**config.mk**
```make
export PLATFORM = sky130hd
export DESIGN_NAME = lane_bist
export DESIGN_NICKNAME = d
export VERILOG_FILES = /design/src/rtl/lbist_pkg.sv /design/src/rtl/prbs_gen_lane.sv /design/src/rtl/prbs_chk_lane.sv /design/src/rtl/rx_mode_ctl.sv /design/src/rtl/lane_bist.sv
export SDC_FILE = /design/constraint.sdc
export NUM_CORES = 1
export LEC_CHECK = 0
export BUFFER_PORTS_ARGS = -buffer_cell sky130_fd_sc_hd__buf_4
export CORE_MARGIN = 1
export CORE_UTILIZATION = 55
export CTS_CLUSTER_DIAMETER = 30
export CTS_CLUSTER_SIZE = 30
export DETAILED_ROUTE_END_ITERATION = 8
export GPL_ROUTABILITY_DRIVEN = 1
export PLACE_DENSITY_LB_ADDON = 0.15
export SLEW_MARGIN = 5
export SYNTH_ARGS = -nofsm -noshare
export SYNTH_HDL_FRONTEND = slang
export SYNTH_SLANG_ARGS = --single-unit
export TNS_END_PERCENT = 20
```
**constraint.sdc**
```tcl
create_clock -name clk -period 9.85 [get_ports clk]
set_input_delay 1.97 -clock clk [delete_from_list [all_inputs] [get_ports clk]]
set_output_delay 1.97 -clock clk [all_outputs]
set_load 0.02 [all_outputs]
```
**src/rtl/lbist_pkg.sv**
```systemverilog
package lbist_pkg;
  localparam int PRBS_LEN = 7;
  localparam int CNT_W    = 8;
  localparam int PASS_BIT = CNT_W;

  typedef logic [PRBS_LEN-1:0] prbs_t;
  typedef logic [CNT_W-1:0]    ecnt_t;

  function automatic prbs_t lane_seed(int unsigned lane);
    return prbs_t'((lane % 127) + 1);
  endfunction
endpackage

```
**src/rtl/prbs_gen_lane.sv**
```systemverilog
module prbs_gen_lane
  import lbist_pkg::*;
#(
  parameter int    W    = 16,
  parameter prbs_t SEED = 7'd1
) (
  input  logic         clk,
  input  logic         rst_n,
  input  logic         adv,
  output logic [W-1:0] word
);
  prbs_t st, st_nxt, s;
  logic  nb;

  always_comb begin
    s    = st;
    nb   = 1'b0;
    word = '0;
    for (int i = W - 1; i >= 0; i--) begin
      nb      = s[6] ^ s[5];
      word[i] = nb;
      s       = {s[5:0], nb};
    end
    st_nxt = s;
  end

  always_ff @(posedge clk or negedge rst_n) begin
    if (!rst_n)   st <= SEED;
    else if (adv) st <= st_nxt;
  end
endmodule

```
**src/rtl/prbs_chk_lane.sv**
```systemverilog
module prbs_chk_lane
  import lbist_pkg::*;
#(
  parameter int W = 16
) (
  input  logic         clk,
  input  logic         rst_n,
  input  logic         valid,
  input  logic [W-1:0] word,
  input  logic         cnt_clr,
  input  logic         cnt_en,
  output logic         clean,
  output logic         miss,
  output ecnt_t        cnt_nxt
);
  localparam int NW = $clog2(W + 1);
  localparam int SW = CNT_W + 1;

  prbs_t          hist, hist_nxt, h;
  ecnt_t          cnt;
  logic [NW-1:0]  nmiss;
  logic [SW-1:0]  sum;
  logic           pred;

  always_comb begin
    h     = hist;
    nmiss = '0;
    pred  = 1'b0;
    for (int i = W - 1; i >= 0; i--) begin
      pred  = h[6] ^ h[5];
      nmiss = nmiss + NW'(pred ^ word[i]);
      h     = {h[5:0], word[i]};
    end
    hist_nxt = h;
  end

  assign clean = (nmiss == '0) && (word != '0);
  assign miss  = (nmiss != '0);
  assign sum   = {1'b0, cnt} + SW'(nmiss);

  always_comb begin
    if (cnt_clr)               cnt_nxt = '0;
    else if (cnt_en && valid)  cnt_nxt = sum[CNT_W] ? '1 : sum[CNT_W-1:0];
    else                       cnt_nxt = cnt;
  end

  always_ff @(posedge clk or negedge rst_n) begin
    if (!rst_n) begin
      hist <= '0;
      cnt  <= '0;
    end else begin
      if (valid) hist <= hist_nxt;
      cnt <= cnt_nxt;
    end
  end
endmodule

```
**src/rtl/rx_mode_ctl.sv**
```systemverilog
module rx_mode_ctl #(
  parameter int ENTER_RUN = 32,
  parameter int EXIT_RUN  = 64
) (
  input  logic clk,
  input  logic rst_n,
  input  logic valid,
  input  logic lock,
  input  logic all_clean,
  input  logic all_miss,
  output logic mode,
  output logic mode_nxt,
  output logic enter
);
  localparam int CW = $clog2(ENTER_RUN);
  localparam int MW = $clog2(EXIT_RUN);

  logic [CW-1:0] clean_run, clean_nxt;
  logic [MW-1:0] miss_run, miss_nxt;

  always_comb begin
    mode_nxt  = mode;
    clean_nxt = clean_run;
    miss_nxt  = miss_run;
    enter     = 1'b0;
    if (!lock) begin
      mode_nxt  = 1'b0;
      clean_nxt = '0;
      miss_nxt  = '0;
    end else if (valid) begin
      if (!mode) begin
        miss_nxt = '0;
        if (!all_clean) begin
          clean_nxt = '0;
        end else if (clean_run == CW'(ENTER_RUN - 1)) begin
          mode_nxt  = 1'b1;
          enter     = 1'b1;
          clean_nxt = '0;
        end else begin
          clean_nxt = clean_run + 1'b1;
        end
      end else begin
        clean_nxt = '0;
        if (!all_miss) begin
          miss_nxt = '0;
        end else if (miss_run == MW'(EXIT_RUN - 1)) begin
          mode_nxt = 1'b0;
          miss_nxt = '0;
        end else begin
          miss_nxt = miss_run + 1'b1;
        end
      end
    end
  end

  always_ff @(posedge clk or negedge rst_n) begin
    if (!rst_n) begin
      mode      <= 1'b0;
      clean_run <= '0;
      miss_run  <= '0;
    end else begin
      mode      <= mode_nxt;
      clean_run <= clean_nxt;
      miss_run  <= miss_nxt;
    end
  end
endmodule

```
**src/rtl/lane_bist.sv**
```systemverilog
module lane_bist
  import lbist_pkg::*;
#(
  parameter int LANES     = 2,
  parameter int W         = 16,
  parameter int ENTER_RUN = 32,
  parameter int EXIT_RUN  = 64
) (
  input  logic               clk,
  input  logic               rst_n,
  input  logic               tx_test_en,
  input  logic               tx_clk_ok,
  input  logic               tx_s_valid,
  output logic               tx_s_ready,
  input  logic [LANES*W-1:0] tx_s_data,
  output logic               tx_m_valid,
  input  logic               tx_m_ready,
  output logic [LANES*W-1:0] tx_m_data,
  input  logic               rx_lock,
  input  logic               rx_valid,
  input  logic [LANES*W-1:0] rx_data,
  output logic               rx_o_valid,
  output logic [LANES*W-1:0] rx_o_data,
  output logic               rx_bist_active
);
  localparam int BW = LANES * W;

  logic          tx_act;
  logic [BW-1:0] pat;
  logic [LANES-1:0] clean_v, miss_v;
  ecnt_t         cnt_v [LANES];
  logic          mode, mode_nxt, enter;
  logic [BW-1:0] o_nxt;

  // transmit half
  assign tx_act     = tx_test_en & tx_clk_ok;
  assign tx_m_valid = tx_act | tx_s_valid;
  assign tx_s_ready = tx_act | tx_m_ready;
  assign tx_m_data  = tx_act ? pat : tx_s_data;

  for (genvar l = 0; l < LANES; l++) begin : g_tx
    prbs_gen_lane #(.W(W), .SEED(lane_seed(l))) u_gen (
      .clk  (clk),
      .rst_n(rst_n),
      .adv  (tx_act & tx_m_ready),
      .word (pat[l*W +: W])
    );
  end

  // receive half
  for (genvar l = 0; l < LANES; l++) begin : g_rx
    prbs_chk_lane #(.W(W)) u_chk (
      .clk    (clk),
      .rst_n  (rst_n),
      .valid  (rx_valid),
      .word   (rx_data[l*W +: W]),
      .cnt_clr(enter),
      .cnt_en (mode & rx_lock),
      .clean  (clean_v[l]),
      .miss   (miss_v[l]),
      .cnt_nxt(cnt_v[l])
    );

    always_comb begin
      if (mode_nxt) begin
        o_nxt[l*W +: W]           = '0;
        o_nxt[l*W +: CNT_W]       = cnt_v[l];
        o_nxt[l*W + PASS_BIT]     = (cnt_v[l] == '0);
      end else begin
        o_nxt[l*W +: W]           = rx_data[l*W +: W];
      end
    end
  end

  rx_mode_ctl #(.ENTER_RUN(ENTER_RUN), .EXIT_RUN(EXIT_RUN)) u_ctl (
    .clk      (clk),
    .rst_n    (rst_n),
    .valid    (rx_valid),
    .lock     (rx_lock),
    .all_clean(&clean_v),
    .all_miss (&miss_v),
    .mode     (mode),
    .mode_nxt (mode_nxt),
    .enter    (enter)
  );

  always_ff @(posedge clk or negedge rst_n) begin
    if (!rst_n) begin
      rx_o_valid <= 1'b0;
      rx_o_data  <= '0;
    end else begin
      rx_o_valid <= rx_valid;
      if (rx_valid) rx_o_data <= o_nxt;
    end
  end

  assign rx_bist_active = mode;
endmodule

```
==> summary.txt <==
Run status
  – Outcome: finished, final reports clean

Critical path
  – Crit start category: input port
  – Critical Path AT: 7.84 ns
  – Critical Path Sink Type: flip-flop
  – CP Max Fanout: 23
  – Kind of critical path: in2reg
  – Critical Path RT: 10.10 ns

Yosys
  – Mapped Cells: 668
  – Number of distinct library cells after synthesis: 55
  – Synth Net Count: 797
  – YS warnings: 0
  – Complex-gate fraction of the synthesized area: 0.148
  – Avg Inst Size Synth: 9.54 sq um
  – Async SR Flop Fraction: 1.00
  – Post-synthesis xor/xnor area fraction: 0.135
  – Ranking of synthesized cells by area: dfrtp_1 (34%), xnor2_1 (10%), fa_1 (6.9%)
  – Post-Synth Simple-Gate Area: 0.126
  – Count leader, synth: dfrtp_1
  – Synth top area share: 0.342
  – Synthesized-area fraction occupied by adder cells: 0.138
  – Post-synthesis sequential area ratio: 0.350
  – Post-synth EDFFs: 0
  – Largest family of logic cells by synthesized area: compound AO/OA/AOI/OAI gates
  – Top FF cell, synth: dfrtp_1
  – Yosys reg bits: 89
  – Largest area contributor in the netlist: dfrtp_1
  – Multiplexer share of the synthesized area: 0.0524
  – Mapped Area: 6370 sq um
  – Synth top cells by count: dfrtp_1 (87), nand2_1 (78), xnor2_1 (73), o21ai_0 (60), inv_1 (44)

Cells and area
  – Area grow syn2layout: 21.9%
  – Layout Nets: 914
  – Storage cell area: 2230 sq um
  – Multi-input gate area: 3820 sq um
  – Antenna Cells: 0
  – Layout fillers: 867
  – Share of layout cells above drive strength 1: 0.238

Timing
  – Slew @ Worst Pin: 1.21 ns
  – Max-slew headroom at the worst pin: 0.190
  – Highest clock rate: 132 MHz
  – Hold Fails Final Rpt: 0
  – Slew Limit Fails: 0
  – Final TNS setup: 0 ns
  – Final min period: 7.59 ns
  – Setup slack after layout: 2.26 ns
  – Hold_ws: 0.491 ns
  – Fin Clk Skew: 0.00993 ns
  – Tcrit/Tclk final: 0.771
  – RSZ-0062 raised after global routing: false
  – Setup-failing EPs final: 0

Place
  – I/O Buffers: 139
  – Dpl hpwl: 12500 um
  – Final GP Congestion: 0.898
  – Place WS: 1.97 ns

Floorplanning
  – IO Count: 140
  – Die H: 110 um
  – Die W: 110 um
  – Core ar.: 11100 sq um
  – Die area: 12000 sq um
  – Starting Density: 0.575
  – Cell row count: 38

Route
  – DRC Markers: 0
  – Total routed wirelength: 16100 um
  – Via count: 5304
  – Detail Route Antenna Nets: 0
  – Starting DRT DRC Count: 363
  – Pre-antenna DRT Iters: 5
  – DR WL/cell: 17.3 um
  – Vias per cell: 5.70

GRT
  – Total grt overflow: 0
  – Largest net degree at the start of global routing: 49
  – Global-route usage over all layers: 0.286
  – GR Util met3: 0.0498
  – Grt met1 use: 0.366
  – Top Usage Layer GRT: met2
  – Initial antenna violation count: 0
  – Global-route wire length before repair: 26200 um
  – Vias in the first global route: 5378
  – M2 GR Usage: 0.481

Clock network
  – Postcts setup bufs: 0
  – CTS tree: yes
  – Number of CTS-inserted buffers: 9
  – Clock root cell: clkbuf_16
  – Clock Sinks: 89
  – H-tree levels: 3
  – Hold Buf Count CTS: 0
  – Cts repair resizes: 0
  – Clock-pin slew on the worst setup and hold paths: 0.06 ns
  – Clk buf depth: 2
  – Clk_lat worst skew: 0.34 ns

Power
  – Internal power consumption: 1.35 mW
  – PwrDens: 326 nW/um^2
  – Combinational Power Share: 0.668
  – Clock power share: 0.141
  – Leak pwr: 3.66 nW
  – Seq pwr share: 0.192
  – Sw power: 1.18 mW
  – Switching Fraction: 0.467
  – Max IR drop VDD: 511 uV

Job
  – Max cap viols: 0

Worst hold path
  – Type of the worst min-delay path: reg2reg
-- power groups by stage --
| stage | combinational, mW | sequential [mW] | clock [mW] |
|---|---|---|---|
| after floorplan | 1.31 | 0.460 | 0 |
| after CTS | 1.70 | 0.484 | 0.359 |
| after detailed placement | 1.68 | 0.490 | 0 |
| after global placement | 1.60 | 0.487 | 0 |
| final | 1.69 | 0.484 | 0.356 |
| after global routing | 1.89 | 0.493 | 0.375 |
-- sequential cells by signal, summed over array words and instances, names as in the netlist --
name             flops
u_ctl.mode           1
g_rx.u_chk.cnt      16
u_ctl.clean_run      5
u_ctl.miss_run       6
g_rx.u_chk.hist     14
rx_o_data           32
rx_o_valid           1
g_tx.u_gen.st       14
-- cells by family after synthesis --
family,count (synthesis)
AOI/OAI and AO/OA,140
xor gates and xnor gates,98
adders and majority gates,57
buffers and inverters,81
DFF,89
muxes,31
and+or+nand+nor,172
-- worst max-delay path, cell delays in order --
cell and delay, ns:
buf_4 0.13, inv_1 0.10, ha_1 0.25, xnor2_1 0.15, fa_1 0.51, fa_1 0.53, fa_1 0.56, inv_1 0.06
fa_1 0.47, ha_1 0.26, fa_1 0.43, xor2_1 0.20, nor2_1 0.20, o221ai_4 0.18, nor4_4 1.05, nor2_2 0.21
inv_2 0.31, nand2_1 0.09, a31oi_1 0.16
-- final timing paths --
path | start | end | slack, ns | cells after the start
max in group asynchronous | rst_n | g_rx[1].u_chk.hist[4] | 7.23 | 2
hold / removal | rx_o_data[31] | rx_o_data[31] | 0.49 | 1
hold reg to reg | rx_o_data[31] | rx_o_data[31] | 0.49 | 1
min in group asynchronous | rst_n | g_rx[0].u_chk.hist[3] | 1.61 | 1
setup / recovery | rx_data[7] | rx_o_data[16] | 2.26 | 19
setup reg to reg | g_rx[0].u_chk.hist[5] | rx_o_data[16] | 3.79 | 17
-- area by class of cell --
type | count | area share
Clock buffer | 14 | 0.0353
Clock inverter | 2 | 0.00451
Inverter | 45 | 0.0217
Multi-Input combinational cell | 498 | 0.492
Sequential cell | 89 | 0.287
Tap cell | 140 | 0.0226
Timing Repair Buffer | 142 | 0.137
-- layout by cell type, fill, tap and decap left out, types with 3 or more instances in the layout --
cell	n
buf_4	142
dfrtp_1	87
nand2_1	78
xnor2_1	73
o21ai_0	60
inv_1	44
ha_1	35
nor2_1	33
o2bb2ai_1	26
xor2_1	25
fa_1	22
mux2_2	19
nand3_1	16
a21oi_1	13
mux2i_1	12
and3_1	9
clkbuf_16	9
nor2b_1	7
o31ai_1	6
nor3_1	5
nand2b_1	5
nor4_1	4
a21o_1	4
o22a_1	4
a211oi_1	3
a221oi_1	3
o22ai_1	3
or3_1	3
a22o_1	3
clkbuf_8	3
-- metal layers --
| layer | up-vias | share of wire |
|---|---|---|
| li1 | 2509 | - |
| met1 | 2565 | 0.42 |
| met2 | 191 | 0.49 |
| met3 | 39 | 0.057 |
| met4 | 0 | 0.029 |
| met5 | - | 0 |
-- stage by stage --
stage | power, mW | util | cells | area, sq um
after CTS | 2.54 | 0.701 | 930 | 7770
after detailed placement | 2.17 | 0.673 | 914 | 7460
final | 2.53 | 0.701 | 930 | 7770
after global routing | 2.76 | 0.701 | 930 | 7770
after global placement | 2.09 | 0.673 | 914 | 7460
after floorplan | 1.77 | - | 668 | 6370
Note: power is estimated with default switching activity, not from simulation.
